<file path="src/rtl/mdio_pkg.sv">
package mdio_pkg;
  typedef enum logic [1:0] {
    OP_SHORT_RD = 2'd0,
    OP_SHORT_WR = 2'd1,
    OP_EXT_RD   = 2'd2,
    OP_EXT_WR   = 2'd3
  } mdio_op_e;

  localparam int PRE_N    = 32;
  localparam int HDR_N    = 14;
  localparam int DATA_N   = 16;
  localparam int WORD_N   = PRE_N + HDR_N + 2 + DATA_N;
  localparam int TA_SLOT  = PRE_N + HDR_N;
  localparam int DRV_LAST = WORD_N;
  localparam int RD_LAST  = TA_SLOT + DATA_N + 1;
  localparam int FL_LAST  = TA_SLOT + 32;
  localparam int IDX_W    = $clog2(FL_LAST + 1);
endpackage

</file>
<file path="src/rtl/mdio_mdc_gen.sv">
module mdio_mdc_gen #(
  parameter int DIV_W = 8
) (
  input  logic             clk,
  input  logic             rst,
  input  logic             run,
  input  logic [DIV_W-1:0] half,
  output logic             mdc,
  output logic             bit_end
);
  logic [DIV_W-1:0] cnt;
  logic [DIV_W-1:0] half_m1;

  assign half_m1 = (half == '0) ? '0 : half - 1'b1;
  assign bit_end = run && mdc && (cnt >= half_m1);

  always_ff @(posedge clk) begin
    if (rst || !run) begin
      cnt <= '0;
      mdc <= 1'b0;
    end else if (cnt >= half_m1) begin
      cnt <= '0;
      mdc <= ~mdc;
    end else begin
      cnt <= cnt + 1'b1;
    end
  end

  // while running, a falling MDC edge only ever closes a full high phase
  p_fall_closes_slot_r9: assert property (@(posedge clk) disable iff (rst)
    ($fell(mdc) && $past(run)) |-> $past(bit_end));
endmodule

</file>
<file path="src/rtl/mdio_tx_shift.sv">
module mdio_tx_shift #(
  parameter int W = 64
) (
  input  logic         clk,
  input  logic         rst,
  input  logic         load,
  input  logic [W-1:0] word,
  input  logic         shift,
  output logic         msb
);
  logic [W-1:0] sr;

  always_ff @(posedge clk) begin
    if (rst)        sr <= '0;
    else if (load)  sr <= word;
    else if (shift) sr <= {sr[W-2:0], 1'b0};
  end

  assign msb = sr[W-1];
endmodule

</file>
<file path="src/rtl/mdio_rx_shift.sv">
module mdio_rx_shift #(
  parameter int W = 16
) (
  input  logic         clk,
  input  logic         rst,
  input  logic         clr,
  input  logic         en,
  input  logic         din,
  output logic [W-1:0] q
);
  always_ff @(posedge clk) begin
    if (rst || clr) q <= '0;
    else if (en)    q <= {q[W-2:0], din};
  end
endmodule

</file>
<file path="src/rtl/mdio_mgmt_master.sv">
module mdio_mgmt_master
  import mdio_pkg::*;
#(
  parameter int         DIV_W      = 8,
  parameter logic [1:0] C22_RD_DEF = 2'b10,
  parameter logic [1:0] C22_WR_DEF = 2'b01
) (
  input  logic             clk,
  input  logic             rst,
  input  logic             req_valid,
  output logic             req_ready,
  input  logic [1:0]       req_op,
  input  logic [4:0]       req_phy,
  input  logic [4:0]       req_reg,
  input  logic [15:0]      req_c45_addr,
  input  logic [15:0]      req_wdata,
  input  logic [DIV_W-1:0] cfg_half_div,
  input  logic             cfg_op_ovr,
  input  logic [1:0]       cfg_c22_rd_op,
  input  logic [1:0]       cfg_c22_wr_op,
  input  logic [31:0]      cfg_ta_ignore,
  output logic             mdc,
  output logic             mdio_o,
  output logic             mdio_oe,
  input  logic             mdio_i,
  output logic [15:0]      rsp_data,
  output logic             rsp_done,
  output logic             rsp_ta_err
);
  localparam logic [IDX_W-1:0] I_PRE  = IDX_W'(PRE_N);
  localparam logic [IDX_W-1:0] I_TA   = IDX_W'(TA_SLOT);
  localparam logic [IDX_W-1:0] I_DRV  = IDX_W'(DRV_LAST);
  localparam logic [IDX_W-1:0] I_RD   = IDX_W'(RD_LAST);
  localparam logic [IDX_W-1:0] I_FL   = IDX_W'(FL_LAST);
  localparam logic [IDX_W-1:0] I_DEND = IDX_W'(TA_SLOT + DATA_N);

  typedef enum logic {S_IDLE, S_RUN} st_e;

  st_e              st;
  logic [IDX_W-1:0] idx;
  logic             is_rd, pend, ta_err;
  logic [4:0]       phy_q, reg_q;
  logic [15:0]      wd_q, rx_q;
  logic [1:0]       acc_op;
  logic             bit_end, accept, last, ld;
  logic [WORD_N-1:0] ld_word;
  logic [1:0]       short_op;

  assign req_ready = (st == S_IDLE);
  assign accept    = req_valid && req_ready;
  assign last      = is_rd ? (ta_err ? (idx == I_FL) : (idx == I_RD)) : (idx == I_DRV);
  assign mdio_oe   = (st == S_RUN) && (is_rd ? (idx < I_TA) : (idx < I_DRV));

  always_comb begin
    if (req_op[0]) short_op = cfg_op_ovr ? cfg_c22_wr_op : C22_WR_DEF;
    else           short_op = cfg_op_ovr ? cfg_c22_rd_op : C22_RD_DEF;
    ld = accept || ((st == S_RUN) && bit_end && last && pend);
    if (st == S_IDLE) begin
      if (req_op[1])
        ld_word = {{PRE_N{1'b1}}, 2'b00, 2'b00, req_phy, req_reg, 2'b10, req_c45_addr};
      else
        ld_word = {{PRE_N{1'b1}}, 2'b01, short_op, req_phy, req_reg, 2'b10, req_wdata};
    end else begin
      ld_word = {{PRE_N{1'b1}}, 2'b00, acc_op, phy_q, reg_q, 2'b10, wd_q};
    end
  end

  mdio_mdc_gen #(.DIV_W(DIV_W)) i_clk (
    .clk(clk), .rst(rst), .run(st == S_RUN), .half(cfg_half_div),
    .mdc(mdc), .bit_end(bit_end));

  mdio_tx_shift #(.W(WORD_N)) i_tx (
    .clk(clk), .rst(rst), .load(ld), .word(ld_word),
    .shift(bit_end), .msb(mdio_o));

  mdio_rx_shift #(.W(DATA_N)) i_rx (
    .clk(clk), .rst(rst), .clr(accept),
    .en(bit_end && is_rd && !ta_err && (idx > I_TA) && (idx <= I_DEND)),
    .din(mdio_i), .q(rx_q));

  always_ff @(posedge clk) begin
    if (rst) begin
      st <= S_IDLE; idx <= '0; is_rd <= 1'b0; pend <= 1'b0; ta_err <= 1'b0;
      phy_q <= '0; reg_q <= '0; wd_q <= '0; acc_op <= '0;
      rsp_done <= 1'b0; rsp_data <= '0; rsp_ta_err <= 1'b0;
    end else begin
      rsp_done <= 1'b0;
      if (st == S_IDLE) begin
        if (req_valid) begin
          st     <= S_RUN;
          idx    <= '0;
          ta_err <= 1'b0;
          phy_q  <= req_phy;
          reg_q  <= req_reg;
          wd_q   <= req_wdata;
          pend   <= req_op[1];
          is_rd  <= (req_op == OP_SHORT_RD);
          acc_op <= (req_op == OP_EXT_RD) ? 2'b11 : 2'b01;
        end
      end else if (bit_end) begin
        if (last) begin
          if (pend) begin
            idx   <= '0;
            pend  <= 1'b0;
            is_rd <= (acc_op == 2'b11);
          end else begin
            st         <= S_IDLE;
            rsp_done   <= 1'b1;
            rsp_data   <= ta_err ? 16'hFFFF : rx_q;
            rsp_ta_err <= ta_err;
          end
        end else begin
          idx <= idx + 1'b1;
          if (is_rd && (idx == I_TA) && mdio_i && !cfg_ta_ignore[phy_q])
            ta_err <= 1'b1;
        end
      end
    end
  end

  // quiet bus while idle
  p_idle_quiet_r9: assert property (@(posedge clk) disable iff (rst)
    req_ready |-> (!mdc && !mdio_oe));
  // data and enable hold while MDC stays high
  p_hold_high_r9: assert property (@(posedge clk) disable iff (rst)
    (mdc && $past(mdc)) |-> ($stable(mdio_o) && $stable(mdio_oe)));
  // preamble slots are driven ones
  p_preamble_r1: assert property (@(posedge clk) disable iff (rst)
    (!req_ready && idx < I_PRE) |-> (mdio_oe && mdio_o));
  // single-cycle completion pulse, back to idle
  p_done_pulse_r10: assert property (@(posedge clk) disable iff (rst)
    rsp_done |=> !rsp_done);
  p_done_ready_r10: assert property (@(posedge clk) disable iff (rst)
    rsp_done |-> req_ready);
  // missing PHY reports all-ones
  p_err_ones_r7: assert property (@(posedge clk) disable iff (rst)
    (rsp_done && rsp_ta_err) |-> (rsp_data == 16'hFFFF));
endmodule

</file>
<file path="config.mk">
export PLATFORM = sky130hd
export DESIGN_NAME = mdio_mgmt_master
export DESIGN_NICKNAME = d
export VERILOG_FILES = /design/src/rtl/mdio_pkg.sv /design/src/rtl/mdio_mdc_gen.sv /design/src/rtl/mdio_tx_shift.sv /design/src/rtl/mdio_rx_shift.sv /design/src/rtl/mdio_mgmt_master.sv
export SDC_FILE = /design/constraint.sdc
export NUM_CORES = 1
export LEC_CHECK = 0
export BUFFER_PORTS_ARGS = -buffer_cell sky130_fd_sc_hd__clkbuf_2
export CELL_PAD_IN_SITES_DETAIL_PLACEMENT = 1
export CELL_PAD_IN_SITES_GLOBAL_PLACEMENT = 1
export CORE_MARGIN = 4
export CORE_UTILIZATION = 42
export DETAILED_ROUTE_END_ITERATION = 16
export PLACE_DENSITY_LB_ADDON = 0.1
export SETUP_SLACK_MARGIN = 0.02
export SYNTH_ARGS = -nofsm -noshare
export SYNTH_HDL_FRONTEND = slang
export SYNTH_SLANG_ARGS = --single-unit
</file>
<file path="constraint.sdc">
create_clock -name clk -period 3.1 [get_ports clk]
set_input_delay 0.31 -clock clk [delete_from_list [all_inputs] [get_ports clk]]
set_output_delay 0.31 -clock clk [all_outputs]
set_load 0.005 [all_outputs]
</file>
* Word-level counts from Yosys, hierarchy flattened
Cells that the tools add are included.
** Word-level totals
- Flip-flop bits (word level) :: 146
- Word-level logic and storage cells :: 114
** Operators by class
- Add/subtract/negate cells :: 3
- $lt $le $gt $ge :: 6
- Equality and inequality tests :: 12
- Multiplexer cells :: 40
- Bitwise operators :: 5
- Reduce and logical (&&, ||, !) cells :: 32
** Operators with widths (count)
- $mux W64 :: 2
- $mux W31 :: 2
- $mux W7 :: 5
- $mux W1 :: 24
- $mux W16 :: 1
- $eq A7 B6 Y1 const B :: 2
- $eq A7 B7 Y1 const B :: 2
- $logic_and A1 B1 Y1 :: 14
- $reduce_and A4 Y1 :: 3
- $add A8 B1 Y8 const B :: 1
- $ge A8 B8 Y1 :: 1
- $logic_not A8 Y1 :: 1
- $mux W2 :: 4
- $mux W8 :: 1
- $ne A2 B1 Y1 const B :: 4
- $sub A8 B1 Y8 const B :: 1
- $add A7 B1 Y7 const B :: 1
- $gt A7 B6 Y1 const B :: 1
- $le A7 B6 Y1 const B :: 1
- $lt A7 B6 Y1 const B :: 1
- $lt A7 B7 Y1 const B :: 1
- $lt A5 B6 Y1 const B :: 1
- $reduce_and A3 Y1 :: 2
- $bmux W1 S5 :: 1
- 11 further kinds :: 21

* Logic depth before layout (Yosys ltp)
- Depth in word-level cells :: 9
- Mapped depth :: 13

* Modules after synthesis
Synthesis repeated with hierarchy kept, for this count alone.
** Second synthesis, totals
- Cells, all modules :: 808
- Area, all modules :: 7490.9 um^2
** Modules (own cells, without submodules)
- mdio_mgmt_master :: times used 1, cells an instance 388, area each 3155.5 um^2
- mdio_tx_shift :: times used 1, cells an instance 284, area each 3006.6 um^2
- mdio_mdc_gen :: times used 1, cells an instance 83, area each 747.0 um^2
- mdio_rx_shift :: times used 1, cells an instance 53, area each 581.8 um^2

* Worst setup path before layout
Ideal clock, no wire load.
- Path type :: input to register
- Start point :: input cfg_half_div[3]
- End point :: register i_tx.sr[10]
- Arrival time :: 2659 ps
- Slack :: 351 ps
- Stages on the path :: 12
- Path buffers :: 1
- Path through :: nor2_1 -> nand3_1 -> nor4_1 -> mux2i_1 -> ha_1 -> a21oi_1 -> o21ai_0 -> nor2b_1 -> nor2_2 -> clkbuf_1 -> nand2_1 -> a311oi_1
** Between the ends
- Word-level cells in the longest chain between the ends :: 9
** Ends and longest elaborated chain
- start: declaration :: line mdio_mgmt_master.sv:17 : input logic [DIV_W-1:0] cfg_half_div,
- $sub A8 B1 Y8 / $logic_not A8 Y1 (equally long branches) :: line mdio_mdc_gen.sv:14 : assign half_m1 = (half == '0) ? '0 : half - 1'b1;
- $mux W8 (*) :: line mdio_mdc_gen.sv:14
- $ge A8 B8 Y1 (*) :: line mdio_mdc_gen.sv:15 : assign bit_end = run && mdc && (cnt >= half_m1);
- $logic_and A1 B1 Y1 (*) :: line mdio_mdc_gen.sv:15
- $logic_and A1 B1 Y1 (3 in a row) :: line mdio_mgmt_master.sv:57 : ld = accept || ((st == S_RUN) && bit_end && last && pend);
- $logic_or A1 B1 Y1 :: line mdio_mgmt_master.sv:57
- $mux W64 / $reduce_bool A2 Y1 (equally long branches)
- end signal: assignment :: line mdio_tx_shift.sv:15 : else if (load) sr <= word;
- end signal: assignment :: line mdio_tx_shift.sv:16 : else if (shift) sr <= {sr[W-2:0], 1'b0};
- end: declaration :: line mdio_tx_shift.sv:11 : logic [W-1:0] sr;
Every way passes the cells marked *; elsewhere a longest branch is shown, timed or not.
A chain may end at the register's enable or synchronous reset.

* Worst setup path in the final report
- Start point :: input cfg_half_div[5]
- End point :: register i_tx.sr[8]
The elaborated chain is that of the path after synthesis.

==> reports/metrics.yaml <==
run_status:
  outcome: "completed"
clock_tree:
  h-tree-depth: 4
  cts_made_buffers: 17
  cts.sinks: 146
  clk_pin_slew_ns: 0.06
  cts_tree: "built"
  hold_buffers: 0
  cts_max_path_buffers: 2
  cts.root.buffer_cell: "clkbuf_16"
  clock_latency_ns: 0.42
yosys:
  ys_top_cells_by_count: "nand2_1 (193), dfxtp_1 (146), nor2_1 (67)"
  synth_nets: 953
  synthCells: 848
  ys_ff_latch: 146
  seq_area_frac_synth_pct: 41.8
  yosys.area.top_type: "dfxtp_1"
  async_flop_share_pct: 0
  synthDistinctLibCells: 54
  post_synth.cell_area_avg_um2: 8.24
  synth.top_cell.area_share_pct: 41.8
  ys_warn_count: 0
  syn_area_um2: 6990
  yosysMostFrequentCell: "nand2_1"
  synth_edf_count: 0
  synth_ff_type: "dfxtp_1"
  synth.area.top_cells: "dfxtp_1 (42%), nand2_1 (10%), a21oi_1 (4.4%)"
global_routing:
  gr-usage-all-layers_pct: 21.4
  grt_first_pass_wirelength_um: 32700
  grt_pass1_vias: 6745
  use_met3_pct: 3.86
  antenna_found_initial: 0
  grt_max_degree: 67
  met1_usage_pct: 28.0
  overflow: 0
  grt-busiest-layer: "met2"
  met2_usage_pct: 36.8
die:
  initial_core_util_pct: 43.4
  io-pin-count: 115
  die_w_um: 137
  die_y_um: 137
  die-area_um2: 18800
  fp.coreArea_um2: 16100
  placementRows: 46
place:
  post-dp-hpwl_um: 13100
  place_congestion: 0.835
  dp.cells: 1129
  io_buffer_count: 114
final_layout:
  layout-drive-gt1-share_pct: 22.2
  final_nets: 1037
  fin_util_pct: 52.6
  layout.cells.non_filler: 1161
  syn2layout_area_growth_pct: 21.3
  antennaDiodeCount: 0
route:
  viasPerCell: 5.62
  route.detailed.drc: 0
  drt_iter0_drc: 327
  firstDrtPassIters: 4
  num_vias: 6522
  wl_per_cell_um: 16.9
  antenna_left: 0
  wl_um: 19700
sta:
  rsz0062_at_grt: "no"
  finalSetupTns_ns: 0
  period_share_pct: 92.2
  relSlewSlack_pct: 29.0
  finalSetupViolCount: 0
  fin_skew_ns: 0.0110
  tightest_slew_ns: 1.06
  period_minus_slack_ns: 2.86
  fmax_mhz: 350
  slew_viol_final: 0
  hold_ws_ns: 0.115
  hold_viol_final: 0
setup_path:
  cp-start-kind: "primary input"
  worstSetupEndpoint: "i_tx.sr[8]"
  r2r_end: "rsp_ta_err"
  worst-r2r-cell-count: 10
  startpoint: "cfg_half_div[5]"
  required_ns: 3.41
  critical_path.max_fanout: 27
  path_class: "primary input to flop"
  end_kind: "flop"
  regToRegStartpoint: "i_clk.cnt[0]"
  crit_arrival_ns: 3.16
  r2r_setup_slack_ns: 0.59
job:
  drv_cap: 0
min_path:
  worstHoldPathType: "primary input to flop"
pwr:
  leakage_nw: 3.24
  peakVddDrop_mv: 0.397
  power_density_nw_per_um2: 559
## registers in the layout, summed over array words and instances, names as in the netlist, 2 cells and up
name       flops
acc_op         2
i_clk.cnt      8
i_rx.q        16
i_tx.sr       64
idx            7
phy_q          5
reg_q          5
rsp_data      16
wd_q          16
## cell usage in the layout, fill, tap and decap left out, types with 16 or more instances in the layout
master / count
nand2_1: 191
a311oi_1: 26
o21ai_0: 19
a221oi_1: 26
dfxtp_1: 145
mux2i_1: 25
clkbuf_16: 17
a21oi_1: 62
a31oi_1: 36
nor2_1: 67
nand3_1: 33
buf_4: 16
clkbuf_2: 113
## final cells by class
class | instances | area, um^2
Clock buffer | 17 | 425
Clock inverter | 15 | 229
Fill cell | 1931 | 7640
Inverter | 10 | 37.5
Multi-Input combinational cell | 620 | 3750
Sequential cell | 146 | 2920
Tap cell | 216 | 270
Timing Repair Buffer | 137 | 846
## critical path: stages
cell      delay, ns
clkbuf_2       0.11
nor4_1         0.40
nand3_1        0.24
nand2b_1       0.16
ha_1           0.24
nor2b_1        0.13
o31ai_1        0.36
a211o_1        0.31
a21o_1         0.21
buf_12         0.20
a221oi_1       0.10
a311oi_1       0.38
## worst min path at each step
stage / startpoint / endpoint / slack [ns] / cells past startpoint
after global routing: req_reg[3] / reg_q[3] / 0.11 / 3
final: req_reg[3] / reg_q[3] / 0.11 / 3
after CTS: req_wdata[13] / wd_q[13] / 0.10 / 3
after global placement: reg_q[2] / reg_q[2] / 0.44 / 2
after floorplan: i_tx.sr[30] / i_tx.sr[31] / 0.43 / 2
after detailed placement: wd_q[12] / wd_q[12] / 0.45 / 2
## metal layers
metal | routed length [um] | vias up
met5 | 0 | -
li1 | - | 3189
met2 | 9710 | 153
met3 | 1020 | 10
met4 | 70 | 0
met1 | 8840 | 3170
## where the power goes
part           switching [mW]  total [mW]  leakage [nW]  internal, mW
logic                   0.242       0.431          1.74         0.189
registers              0.0627        2.03          1.20          1.97
clock network           0.844        2.28         0.307          1.44
total                    1.15        4.74          3.24          3.59
## kinds of logic after synthesis
kind of cell | synth area share (%)
xor gates and xnor gates | 1.38
and+or+nand+nor | 21.5
DFF | 41.8
buffers and inverters | 4.99
AOI/OAI and AO/OA | 21.0
adders and majority gates | 2.15
muxes | 7.12
## metrics by stage
step / setup WS [ns] / power (mW) / cell area, um^2
3_5_place_dp: -0.186 / 2.50 / 7820
3_3_place_gp: 0.0258 / 2.48 / 7820
6_report: 0.242 / 4.74 / 8480
4_1_cts: 0.135 / 4.79 / 8470
5_1_grt: 0.0561 / 4.93 / 8480
2_1_floorplan: 0.351 / 2.33 / 6990
## repair_timing
item,CTS,global route
endpoints found under the setup margin,0,17
setup buffers,0,0
hold endpoints to repair,0,0
resized for setup,0,2
Power figures use the tool's default switching activity.
